File: src/rtl/ir_rx_pkg.sv
package ir_rx_pkg;
  typedef enum logic [2:0] {
    A_CTRL   = 3'd0,
    A_STAT   = 3'd1,
    A_IEN    = 3'd2,
    A_CNT    = 3'd3,
    A_DATA   = 3'd4,
    A_LIM_HI = 3'd5,
    A_LIM_LO = 3'd6
  } reg_addr_e;

  localparam int CTL_EN    = 0;
  localparam int CTL_INV   = 1;
  localparam int CTL_TRG   = 2;
  localparam int CTL_FLUSH = 3;

  // status bits 7..4 kept in a 4-bit register, bit order rdr, rtr, pe, ovr
  localparam int ST_RDR = 3;
  localparam int ST_RTR = 2;
  localparam int ST_PE  = 1;
  localparam int ST_OVR = 0;

  localparam logic [6:0] RUN_MAX = 7'h7F;
endpackage

File: src/rtl/ir_rx_sync_tick.sv
module ir_rx_sync_tick #(
  parameter int unsigned CLK_DIV = 5000
) (
  input  logic clk_i,
  input  logic rst_ni,
  input  logic ir_i,
  output logic lvl_o,
  output logic tick_o
);
  localparam int unsigned CW = (CLK_DIV > 1) ? $clog2(CLK_DIV) : 1;

  logic [1:0]    sync_q;
  logic [CW-1:0] div_q;

  always_ff @(posedge clk_i or negedge rst_ni) begin
    if (!rst_ni) begin
      sync_q <= '0;
      div_q  <= '0;
    end else begin
      sync_q <= {sync_q[0], ir_i};
      div_q  <= (div_q == CW'(CLK_DIV - 1)) ? '0 : div_q + 1'b1;
    end
  end

  assign lvl_o  = sync_q[1];
  assign tick_o = (div_q == CW'(CLK_DIV - 1));
endmodule

File: src/rtl/ir_rx_run_enc.sv
module ir_rx_run_enc
  import ir_rx_pkg::*;
(
  input  logic        clk_i,
  input  logic        rst_ni,
  input  logic        en_i,
  input  logic        tick_i,
  input  logic        lvl_i,
  input  logic [15:0] limit_i,
  output logic        push_o,
  output logic [7:0]  byte_o,
  output logic        pe_o
);
  logic        idle_q, cur_q;
  logic [6:0]  cnt_q;
  logic [15:0] spc_q;
  logic [6:0]  cnt_nxt;
  logic [15:0] spc_nxt;
  logic        limit_hit;

  always_comb begin
    cnt_nxt   = cnt_q + 7'd1;
    spc_nxt   = (spc_q == 16'hFFFF) ? spc_q : spc_q + 16'd1;
    limit_hit = !cur_q && (limit_i >= 16'd2) && (spc_nxt == limit_i);
  end

  always_ff @(posedge clk_i or negedge rst_ni) begin
    if (!rst_ni) begin
      idle_q <= 1'b1;
      cur_q  <= 1'b0;
      cnt_q  <= '0;
      spc_q  <= '0;
      push_o <= 1'b0;
      pe_o   <= 1'b0;
      byte_o <= '0;
    end else begin
      push_o <= 1'b0;
      pe_o   <= 1'b0;
      if (!en_i) begin
        idle_q <= 1'b1;
        cur_q  <= 1'b0;
        cnt_q  <= '0;
        spc_q  <= '0;
      end else if (tick_i) begin
        if (idle_q) begin
          if (lvl_i) begin
            idle_q <= 1'b0;
            cur_q  <= 1'b1;
            cnt_q  <= 7'd1;
          end
        end else if (lvl_i != cur_q) begin
          push_o <= (cnt_q != '0);
          byte_o <= {cur_q, cnt_q};
          cur_q  <= lvl_i;
          cnt_q  <= 7'd1;
          spc_q  <= 16'd1;
        end else begin
          if (!cur_q) spc_q <= spc_nxt;
          if (limit_hit) begin
            push_o <= 1'b1;
            pe_o   <= 1'b1;
            byte_o <= {1'b0, cnt_nxt};
            idle_q <= 1'b1;
            cnt_q  <= '0;
          end else if (cnt_nxt == RUN_MAX) begin
            push_o <= 1'b1;
            byte_o <= {cur_q, RUN_MAX};
            cnt_q  <= '0;
          end else begin
            cnt_q  <= cnt_nxt;
          end
        end
      end
    end
  end
endmodule

File: src/rtl/ir_rx_fifo.sv
module ir_rx_fifo #(
  parameter int unsigned DEPTH = 32,
  parameter int unsigned WIDTH = 8
) (
  input  logic                       clk_i,
  input  logic                       rst_ni,
  input  logic                       flush_i,
  input  logic                       push_i,
  input  logic [WIDTH-1:0]           wdata_i,
  input  logic                       pop_i,
  output logic [WIDTH-1:0]           rdata_o,
  output logic [$clog2(DEPTH+1)-1:0] count_o,
  output logic                       drop_o
);
  localparam int unsigned AW = (DEPTH > 1) ? $clog2(DEPTH) : 1;
  localparam int unsigned CW = $clog2(DEPTH + 1);

  logic [WIDTH-1:0] mem_q [DEPTH];
  logic [AW-1:0]    wp_q, rp_q;
  logic [CW-1:0]    cnt_q;
  logic             full, empty, do_pop, do_push;

  assign full    = (cnt_q == CW'(DEPTH));
  assign empty   = (cnt_q == '0);
  assign do_pop  = pop_i && !empty && !flush_i;
  assign do_push = push_i && (!full || do_pop) && !flush_i;
  assign drop_o  = push_i && full && !do_pop && !flush_i;

  always_ff @(posedge clk_i) begin
    if (do_push) mem_q[wp_q] <= wdata_i;
  end

  always_ff @(posedge clk_i or negedge rst_ni) begin
    if (!rst_ni) begin
      wp_q  <= '0;
      rp_q  <= '0;
      cnt_q <= '0;
    end else if (flush_i) begin
      wp_q  <= '0;
      rp_q  <= '0;
      cnt_q <= '0;
    end else begin
      if (do_push) wp_q <= (wp_q == AW'(DEPTH - 1)) ? '0 : wp_q + 1'b1;
      if (do_pop)  rp_q <= (rp_q == AW'(DEPTH - 1)) ? '0 : rp_q + 1'b1;
      case ({do_push, do_pop})
        2'b10:   cnt_q <= cnt_q + 1'b1;
        2'b01:   cnt_q <= cnt_q - 1'b1;
        default: cnt_q <= cnt_q;
      endcase
    end
  end

  assign rdata_o = empty ? '0 : mem_q[rp_q];
  assign count_o = cnt_q;
endmodule

File: src/rtl/ir_rx_sampler.sv
module ir_rx_sampler
  import ir_rx_pkg::*;
#(
  parameter int unsigned CLK_DIV    = 5000,
  parameter int unsigned FIFO_DEPTH = 32,
  parameter int unsigned TRIG_LO    = 8,
  parameter int unsigned TRIG_HI    = 16,
  parameter logic [15:0] LIMIT_RST  = 16'hFFFF
) (
  input  logic       clk_i,
  input  logic       rst_ni,
  input  logic       ir_i,
  input  logic       reg_wr_i,
  input  logic       reg_rd_i,
  input  logic [2:0] reg_addr_i,
  input  logic [7:0] reg_wdata_i,
  output logic [7:0] reg_rdata_o,
  output logic       irq_o
);
  localparam int unsigned CNT_W = $clog2(FIFO_DEPTH + 1);

  logic [2:0]       ctrl_q;
  logic [3:0]       stat_q, stat_set, stat_clr;
  logic [7:0]       ien_q;
  logic [15:0]      lim_q;
  logic             lvl_raw, tick;
  logic             enc_push, enc_pe;
  logic [7:0]       enc_byte, fifo_rdata;
  logic [CNT_W-1:0] fifo_cnt;
  logic             fifo_drop, flush, pop, trig_hit;

  ir_rx_sync_tick #(.CLK_DIV(CLK_DIV)) i_sync (
    .clk_i, .rst_ni, .ir_i,
    .lvl_o(lvl_raw), .tick_o(tick)
  );

  ir_rx_run_enc i_enc (
    .clk_i, .rst_ni,
    .en_i(ctrl_q[CTL_EN]),
    .tick_i(tick),
    .lvl_i(lvl_raw ^ ctrl_q[CTL_INV]),
    .limit_i(lim_q),
    .push_o(enc_push), .byte_o(enc_byte), .pe_o(enc_pe)
  );

  assign flush = reg_wr_i && (reg_addr_i == A_CTRL) && reg_wdata_i[CTL_FLUSH];
  assign pop   = reg_rd_i && (reg_addr_i == A_DATA);

  ir_rx_fifo #(.DEPTH(FIFO_DEPTH), .WIDTH(8)) i_fifo (
    .clk_i, .rst_ni,
    .flush_i(flush),
    .push_i(enc_push), .wdata_i(enc_byte),
    .pop_i(pop), .rdata_o(fifo_rdata),
    .count_o(fifo_cnt), .drop_o(fifo_drop)
  );

  assign trig_hit = fifo_cnt >= (ctrl_q[CTL_TRG] ? CNT_W'(TRIG_HI) : CNT_W'(TRIG_LO));

  always_comb begin
    stat_set          = '0;
    stat_set[ST_RDR]  = enc_push;
    stat_set[ST_RTR]  = trig_hit;
    stat_set[ST_PE]   = enc_pe;
    stat_set[ST_OVR]  = fifo_drop;
    stat_clr = (reg_wr_i && (reg_addr_i == A_STAT)) ? reg_wdata_i[7:4] : 4'b0;
  end

  always_ff @(posedge clk_i or negedge rst_ni) begin
    if (!rst_ni) begin
      ctrl_q <= '0;
      stat_q <= '0;
      ien_q  <= '0;
      lim_q  <= LIMIT_RST;
    end else begin
      stat_q <= (stat_q & ~stat_clr) | stat_set;
      if (reg_wr_i) begin
        case (reg_addr_i)
          A_CTRL:   ctrl_q       <= reg_wdata_i[2:0];
          A_IEN:    ien_q        <= reg_wdata_i;
          A_LIM_HI: lim_q[15:8]  <= reg_wdata_i;
          A_LIM_LO: lim_q[7:0]   <= reg_wdata_i;
          default: ;
        endcase
      end
    end
  end

  always_comb begin
    case (reg_addr_i)
      A_CTRL:   reg_rdata_o = {5'b0, ctrl_q};
      A_STAT:   reg_rdata_o = {stat_q, 4'b0};
      A_IEN:    reg_rdata_o = ien_q;
      A_CNT:    reg_rdata_o = 8'(fifo_cnt);
      A_DATA:   reg_rdata_o = fifo_rdata;
      A_LIM_HI: reg_rdata_o = lim_q[15:8];
      A_LIM_LO: reg_rdata_o = lim_q[7:0];
      default:  reg_rdata_o = '0;
    endcase
  end

  assign irq_o = |({stat_q, 4'b0} & ien_q);
endmodule

File: config.mk
export PLATFORM = sky130hd
export DESIGN_NAME = ir_rx_sampler
export DESIGN_NICKNAME = d
export VERILOG_FILES = /design/src/rtl/ir_rx_pkg.sv /design/src/rtl/ir_rx_sync_tick.sv /design/src/rtl/ir_rx_run_enc.sv /design/src/rtl/ir_rx_fifo.sv /design/src/rtl/ir_rx_sampler.sv
export SDC_FILE = /design/constraint.sdc
export NUM_CORES = 1
export LEC_CHECK = 0
export BUFFER_PORTS_ARGS = -buffer_cell sky130_fd_sc_hd__buf_2
export CORE_AREA = 2 2 236 238
export CTS_CLUSTER_DIAMETER = 40
export CTS_CLUSTER_SIZE = 28
export DETAILED_ROUTE_END_ITERATION = 7
export DIE_AREA = 0 0 238 240
export PLACE_DENSITY = 0.42
export RECOVER_POWER = 100
export SYNTH_ARGS = -nofsm -noshare
export SYNTH_HDL_FRONTEND = slang
export SYNTH_SLANG_ARGS = --single-unit
File: constraint.sdc
create_clock -name clk_i -period 2.9 [get_ports clk_i]
set_input_delay 0.58 -clock clk_i [delete_from_list [all_inputs] [get_ports clk_i]]
set_output_delay 0.58 -clock clk_i [all_outputs]
set_load 0.01 [all_outputs]
==> results.py, run 1 <==
metrics = {
    "status": {
        "status": "finished, violations left",
        "violations": "max-capacitance violations, max-slew violations, negative setup slack",
    },
    "placed_design": {
        "place_hpwl_microns": 31450,
        "place_inst": 2040,
        "place_congestion": 0.7935,
        "placed_cell_area_sq_um": 18250,
        "dp_slack_ns": -0.2212,
        "port_buffers": 24,
    },
    "timing": {
        "clock_skew_ns": 0.02531,
        "fmax_mhz": 290.4,
        "finalSetupViolations": 131,
        "fin_ws_ns": -0.5433,
        "final-max-slew-violation-count": 203,
        "maxSlewHeadroom": -0.2799,
        "timing.final.crit_share": 1.187,
        "period_minus_slack_ns": 3.443,
        "rsz0062_at_grt": "yes",
        "tightest_slew_ns": 1.920,
        "finalHoldViolCount": 0,
    },
    "critical_path": {
        "path_cells": "buf_8 -> buf_12 -> mux4_2 -> a22oi_1 -> nand3_1 -> o21ai_2 -> o21ai_0 -> buf_2",
        "slowest_stage": "mux4_2",
        "reg2reg_from": "i_fifo.count_o[1]",
        "critPathMaxFanout": 8,
        "critPathLaunch": "i_fifo.rp_q[0]",
        "start_kind": "flip-flop",
        "worstSetupPathType": "reg -> out",
        "crit_path_max_incr_delay_ns": 0.55,
        "crit_family": "multiplexers",
        "endpoint_kind": "output pin",
        "crit_required_ns": 2.32,
        "critPathBufInv": 3,
        "cp.arrival_ns": 2.86,
    },
    "finish": {
        "nets": 1448,
        "synthToLayoutAreaGrowth_pct": 29.38,
        "final_cell_mix": "edfxtp_1 (256), buf_4 (140), nand2_1 (93)",
        "drive_above_1_share": 0.3254,
        "fin_area_sq_um": 20970,
        "layout_commonest_cell": "edfxtp_1",
        "fin_cells": 2174,
    },
    "synthesis": {
        "syn_area_per_cell_sq_um": 13.38,
        "ys_types": 79,
        "ys_seq_area_frac": 0.6254,
        "synthArstFlopShare": 0.2748,
        "yosys_warnings": 0,
        "synth_nets": 1242,
        "syn_inst": 1211,
        "syn_area_sq_um": 16210,
        "ys_ff_latch": 353,
        "synth-edff-count": 256,
        "synth_flop_cell": "edfxtp_1",
    },
    "global_routing": {
        "grt_pass1_vias": 11340,
        "grt-ovfl-total": 0,
        "track_usage": 0.1659,
        "grt_pass1_wl_microns": 71630,
        "grt_antenna_before_repair": 0,
        "grt_max_degree": 42,
    },
    "drt": {
        "ant_nets": 0,
        "remaining_drc_errors": 0,
        "finalWirelength_microns": 46460,
        "drt_iter0_drc": 754,
        "vias": 11010,
        "dr.pass1.iters": 5,
        "viasPerCell": 5.063,
        "wl_per_cell_microns": 21.37,
    },
    "power": {
        "power_density_nw_per_um2": 745.0,
        "p_leak_nw": 8.226,
        "ir_drop_uv": 496.9,
        "finalPower_mw": 15.62,
    },
    "die": {
        "initial_core_util": 0.2965,
        "ios": 25,
        "die_w_microns": 238,
        "core.rowCount": 86,
        "dieArea_sq_um": 57120,
        "die_height_microns": 240,
        "fp.coreArea_sq_um": 54660,
    },
    "clock_network": {
        "cts.sinks": 353,
        "clockRootBuffer": "clkbuf_16",
        "numCtsBuffers": 60,
        "cts_tree": "yes",
        "cts_max_level": 2,
        "clock_latency_ns": 0.63,
        "clockBufferDepth": 3,
        "path_clk_slew_ns": 0.05,
    },
    "hold_path": {
        "hp-start": "ir_i",
        "hold_class": "in -> reg",
    },
    "run": {
        "drv_cap": 6,
    },
}
synthesized netlist by cell type (14+ instances only):
| master | instances | share of area |
|---|---|---|
| mux2i_1 | 71 | 0.044 |
| nor2_1 | 85 | 0.020 |
| mux2_2 | 40 | 0.028 |
| dfstp_2 | 17 | 0.028 |
| edfxtp_1 | 256 | 0.47 |
| inv_1 | 24 | 0.0056 |
| dfrtp_1 | 80 | 0.12 |
| o21ai_0 | 71 | 0.022 |
| xor2_1 | 14 | 0.0076 |
| a21oi_1 | 46 | 0.014 |
| clkbuf_1 | 37 | 0.0086 |
| xnor2_1 | 18 | 0.0097 |
| ha_1 | 15 | 0.012 |
| a22oi_1 | 20 | 0.0093 |
| mux4_2 | 32 | 0.044 |
| nand2_1 | 96 | 0.022 |
| nand3_1 | 44 | 0.014 |
| a221oi_1 | 20 | 0.011 |
logic make-up (layout without fill, tap and decap cells):
| family | count (synthesis) | after routing | share of synthesized area |
|---|---|---|---|
| XOR/XNOR | 32 | 32 | 0.01729 |
| AO/OA/AOI/OAI | 236 | 236 | 0.09542 |
| buffers and inverters | 87 | 345 | 0.02316 |
| other | 0 | 1 | 0 |
| multiplexers | 144 | 144 | 0.1170 |
| adder cells (fa/ha/maj) | 15 | 15 | 0.01158 |
| AND/OR/NAND/NOR | 344 | 344 | 0.1102 |
| flip-flops | 353 | 353 | 0.6254 |
area by class of cell:
cell class | count | area (sq um)
inverters | 24 | 90.09
flip-flops and latches | 353 | 10140
clock inverters | 52 | 631.9
clock buffers | 62 | 1530
well taps | 704 | 880.8
repair buffers | 207 | 1639
fillers | 5246 | 33690
multi-input cells | 771 | 6051
diodes | 1 | 2.502
metal layers:
metal	routed length [microns]	GRT usage	vias up
met1	22160	0.2301	5603
met3	2053	0.03387	68
met4	938	0.04186	0
li1	-	-	5126
met5	0	0	-
met2	21310	0.2658	209
registers in the layout, summed over array words and instances, names as in the netlist:
signal	flops
ctrl_q	3
i_enc.byte_o	8
i_enc.cnt_q	7
i_enc.cur_q	1
i_enc.idle_q	1
i_enc.pe_o	1
i_enc.push_o	1
i_enc.spc_q	16
i_fifo.count_o	6
i_fifo.mem_q	256
i_fifo.rp_q	5
i_fifo.wp_q	5
i_sync.div_q	13
i_sync.sync_q	2
ien_q	8
lim_q	16
stat_q	4
power breakdown:
group	switching, mW	internal [mW]	leakage (nW)	total, mW
sequential	0.210	5.54	4.21	5.75
combinational	1.19	1.23	2.98	2.42
clock	2.73	4.72	1.04	7.46
total	4.13	11.5	8.23	15.6
path summary, 6_finish.rpt:
check	endpoint	slack (ns)	depth (start not counted)
hold / removal	i_sync.sync_q[0]	0.06	1
hold reg to reg	i_sync.sync_q[1]	0.35	0
max in group asynchronous	i_sync.div_q[6]	0.27	3
min in group asynchronous	i_fifo.wp_q[0]	1.00	2
setup / recovery	reg_rdata_o[4]	-0.54	8
setup reg to reg	i_fifo.count_o[4]	-0.10	11
through the flow:
stage | setup TNS (ns) | hold WS, ns | util
finish | -7.551 | 0.05854 | 0.3836
CTS | -4.442 | 0.01991 | 0.3807
detailed placement | -1.092 | 0.3449 | 0.3339
global placement | -1.404 | 0.3390 | 0.3339
floorplan | 0 | 0.2844 | -
global route | -51.18 | 0.01853 | 0.3836
repair_timing:
item / 4_1_cts / 5_1_grt
gates cloned: 2 / 0
setup buffers: 10 / 8
setup endpoints to repair: 21 / 27
hold buffers: 1 / 0
pin swaps: 28 / 26
resized for setup: 67 / 57
hold endpoints to repair: 21 / 0
Note: power is estimated with default switching activity, not from simulation.
==> run 2, diff against run 1 <==
--- a/config.mk
+++ b/config.mk
@@ -7,2 +7,3 @@
 export LEC_CHECK = 0
+export ABC_AREA = 0
 export BUFFER_PORTS_ARGS = -buffer_cell sky130_fd_sc_hd__buf_2
==> constraint.sdc (replaced) <==
create_clock -name clk_i -period 2.9 [get_ports clk_i]
set_input_delay 0.29 -clock clk_i [delete_from_list [all_inputs] [get_ports clk_i]]
set_output_delay 0.29 -clock clk_i [all_outputs]
set_load 0.01 [all_outputs]
==> run 2 against run 1 <==
Net effect: the run still ends with max-capacitance violations, max-slew violations, negative setup slack left; clock skew increased by 0.023 ns; via count decreased by 0.84%; final cell count decreased by 1.4%; critical endpoint is now reg_rdata_o[6]; largest power group unchanged; critical path depth increased by 1; highest routed layer unchanged.
==> results.py, run 2 (synthesized netlist as in run 1, its figures left out) <==
metrics = {
    "drt": {
        "vias": 10910,
        "drt_iter0_drc": 772,
        "remaining_drc_errors": 0,
        "viasPerCell": 5.090,
        "ant_nets": 0,
        "finalWirelength_microns": 45980,
        "wl_per_cell_microns": 21.44,
        "dr.pass1.iters": 5,
    },
    "placed_design": {
        "placed_cell_area_sq_um": 18080,
        "port_buffers": 24,
        "place_hpwl_microns": 31120,
        "place_inst": 2009,
        "dp_slack_ns": -0.08878,
        "place_congestion": 0.8504,
    },
    "finish": {
        "synthToLayoutAreaGrowth_pct": 28.55,
        "fin_area_sq_um": 20840,
        "final_cell_mix": "edfxtp_1 (256), buf_4 (116), nand2_1 (90)",
        "diodes": 0,
        "top_register": "i_fifo.mem_q",
        "n_fill_cell": 5247,
        "top_regs": "i_fifo.mem_q x256, i_enc.spc_q x16, lim_q x16",
        "drive_above_1_share": 0.3153,
        "layout_commonest_cell": "edfxtp_1",
        "largest_reg_flops": 256,
        "fin_cells": 2144,
        "nets": 1426,
    },
    "die": {
        "initial_core_util": 0.2965,
        "die_height_microns": 240,
        "die_w_microns": 238,
        "dieArea_sq_um": 57120,
        "ios": 25,
        "core.rowCount": 86,
        "fp.coreArea_sq_um": 54660,
    },
    "timing": {
        "timing.final.crit_share": 1.098,
        "finalHoldViolCount": 0,
        "fin_ws_ns": -0.2838,
        "fmax_mhz": 314.1,
        "clock_skew_ns": 0.04811,
        "rsz0062_at_grt": "yes",
        "period_minus_slack_ns": 3.184,
        "final-max-slew-violation-count": 200,
        "tightest_slew_ns": 1.896,
        "hold_ws_ns": 0.1949,
        "finalSetupViolations": 8,
        "maxSlewHeadroom": -0.2637,
    },
    "clock_network": {
        "cts.sinks": 353,
        "clock_latency_ns": 0.64,
        "numCtsBuffers": 57,
        "clockRootBuffer": "clkbuf_16",
        "path_clk_slew_ns": 0.05,
        "clockBufferDepth": 3,
        "cts_tree": "yes",
        "cts_max_level": 2,
    },
    "critical_path": {
        "worstSetupPathType": "reg -> out",
        "crit_required_ns": 2.61,
        "cp.arrival_ns": 2.89,
        "r2r-end": "i_enc.byte_o[6]",
        "rr_worst_depth": 11,
        "r2r_setup_slack_ns": 0.13,
        "reg2reg_from": "i_enc.spc_q[10]",
        "endpoint_kind": "output pin",
        "critPathMaxFanout": 8,
        "start_kind": "flip-flop",
    },
    "global_routing": {
        "track_usage": 0.1613,
        "grt_pass1_vias": 10990,
        "grt_pass1_wl_microns": 69240,
        "grt_antenna_before_repair": 0,
        "grt_max_degree": 45,
        "grt-ovfl-total": 0,
    },
    "power": {
        "power_density_nw_per_um2": 734.4,
        "p_leak_nw": 8.105,
        "ir_drop_uv": 502.7,
    },
    "hold_path": {
        "hold_class": "in -> reg",
        "hold_depth": 6,
        "hp-start": "reg_rd_i",
        "worst_hold_path.endpoint": "i_fifo.rp_q[4]",
    },
    "status": {
        "status": "finished, violations left",
        "violations": "max-capacitance violations, max-slew violations, negative setup slack",
    },
    "run": {
        "drv_cap": 6,
    },
}
run 2: cell types whose count changed in the layout (fill, tap and decap cells not counted), moves of 4 or more:
cell	previous run	this run
a221oi_1	4	8
clkinvlp_4	5	9
dfrtp_2	4	8
dfrtp_1	75	71
inv_6	10	4
clkbuf_4	4	0
buf_4	140	116
dlygate4sd3_1	1	10
mux2i_4	1	5
buf_12	7	11
a221oi_2	16	11
clkinv_1	9	3
run 2: worst max-delay path by stage:
stage | depth (start not counted) | slack (ns) | end | start
6_report | 9 | -0.28 | reg_rdata_o[6] | i_fifo.rp_q[0]
4_1_cts | 9 | -0.33 | reg_rdata_o[0] | i_fifo.rp_q[0]
3_5_place_dp | 8 | -0.09 | i_enc.cnt_q[0] | i_enc.spc_q[0]
3_3_place_gp | 10 | -0.06 | i_enc.byte_o[6] | i_enc.spc_q[0]
5_1_grt | 8 | -0.39 | reg_rdata_o[1] | i_fifo.rp_q[0]
2_1_floorplan | 11 | 0.003 | i_enc.byte_o[7] | i_enc.spc_q[0]
run 2: cell type report:
class | count | area (sq um) | share of cell area
well taps | 704 | 880.8 | 0.04228
repair buffers | 188 | 1580 | 0.07585
clock buffers | 63 | 1449 | 0.06954
inverters | 24 | 90.09 | 0.004324
flip-flops and latches | 353 | 10150 | 0.4871
clock inverters | 41 | 540.5 | 0.02594
multi-input cells | 771 | 6145 | 0.2949
run 2: what timing repair did:
item / CTS / global route
setup buffers: 8 / 11
cloned: 2 / 1
gates resized for setup: 76 / 56
hold buffers: 10 / 0
setup endpoints to repair: 25 / 32
hold endpoints to repair: 62 / 0
pin swaps: 29 / 26
run 2: report_power, final:
| part | switching (mW) | internal, mW | total, mW |
|---|---|---|---|
| combinational | 1.25 | 1.31 | 2.56 |
| clock | 2.62 | 4.37 | 6.99 |
| sequential | 0.215 | 5.55 | 5.76 |
| total | 4.08 | 11.2 | 15.3 |
run 2: layer usage:
layer  vias up  global-route usage  routed length [microns]
met3        71             0.04122                     2587
met1      5532              0.2213                    21450
met4         0             0.04621                     1003
li1       5054                   -                        -
met2       256              0.2526                    20930
met5         -                   0                        0
run 2: worst max-delay path: stages (launching register included):
cell	delay, ns
dfrtp_4	0.50
buf_12	0.19
buf_12	0.15
mux4_2	0.57
a22oi_2	0.18
nand3_1	0.12
o21ai_1	0.15
buf_4	0.16
o22ai_2	0.06
buf_2	0.15
run 2: metrics by stage:
step | util | power [mW] | setup TNS, ns
2_1_floorplan | - | 7.024 | 0
3_3_place_gp | 0.3308 | 7.933 | -0.7037
3_5_place_dp | 0.3308 | 7.929 | -0.5127
4_1_cts | 0.3762 | 15.29 | -2.275
5_1_grt | 0.3812 | 15.89 | -12.16
6_report | 0.3812 | 15.30 | -2.018
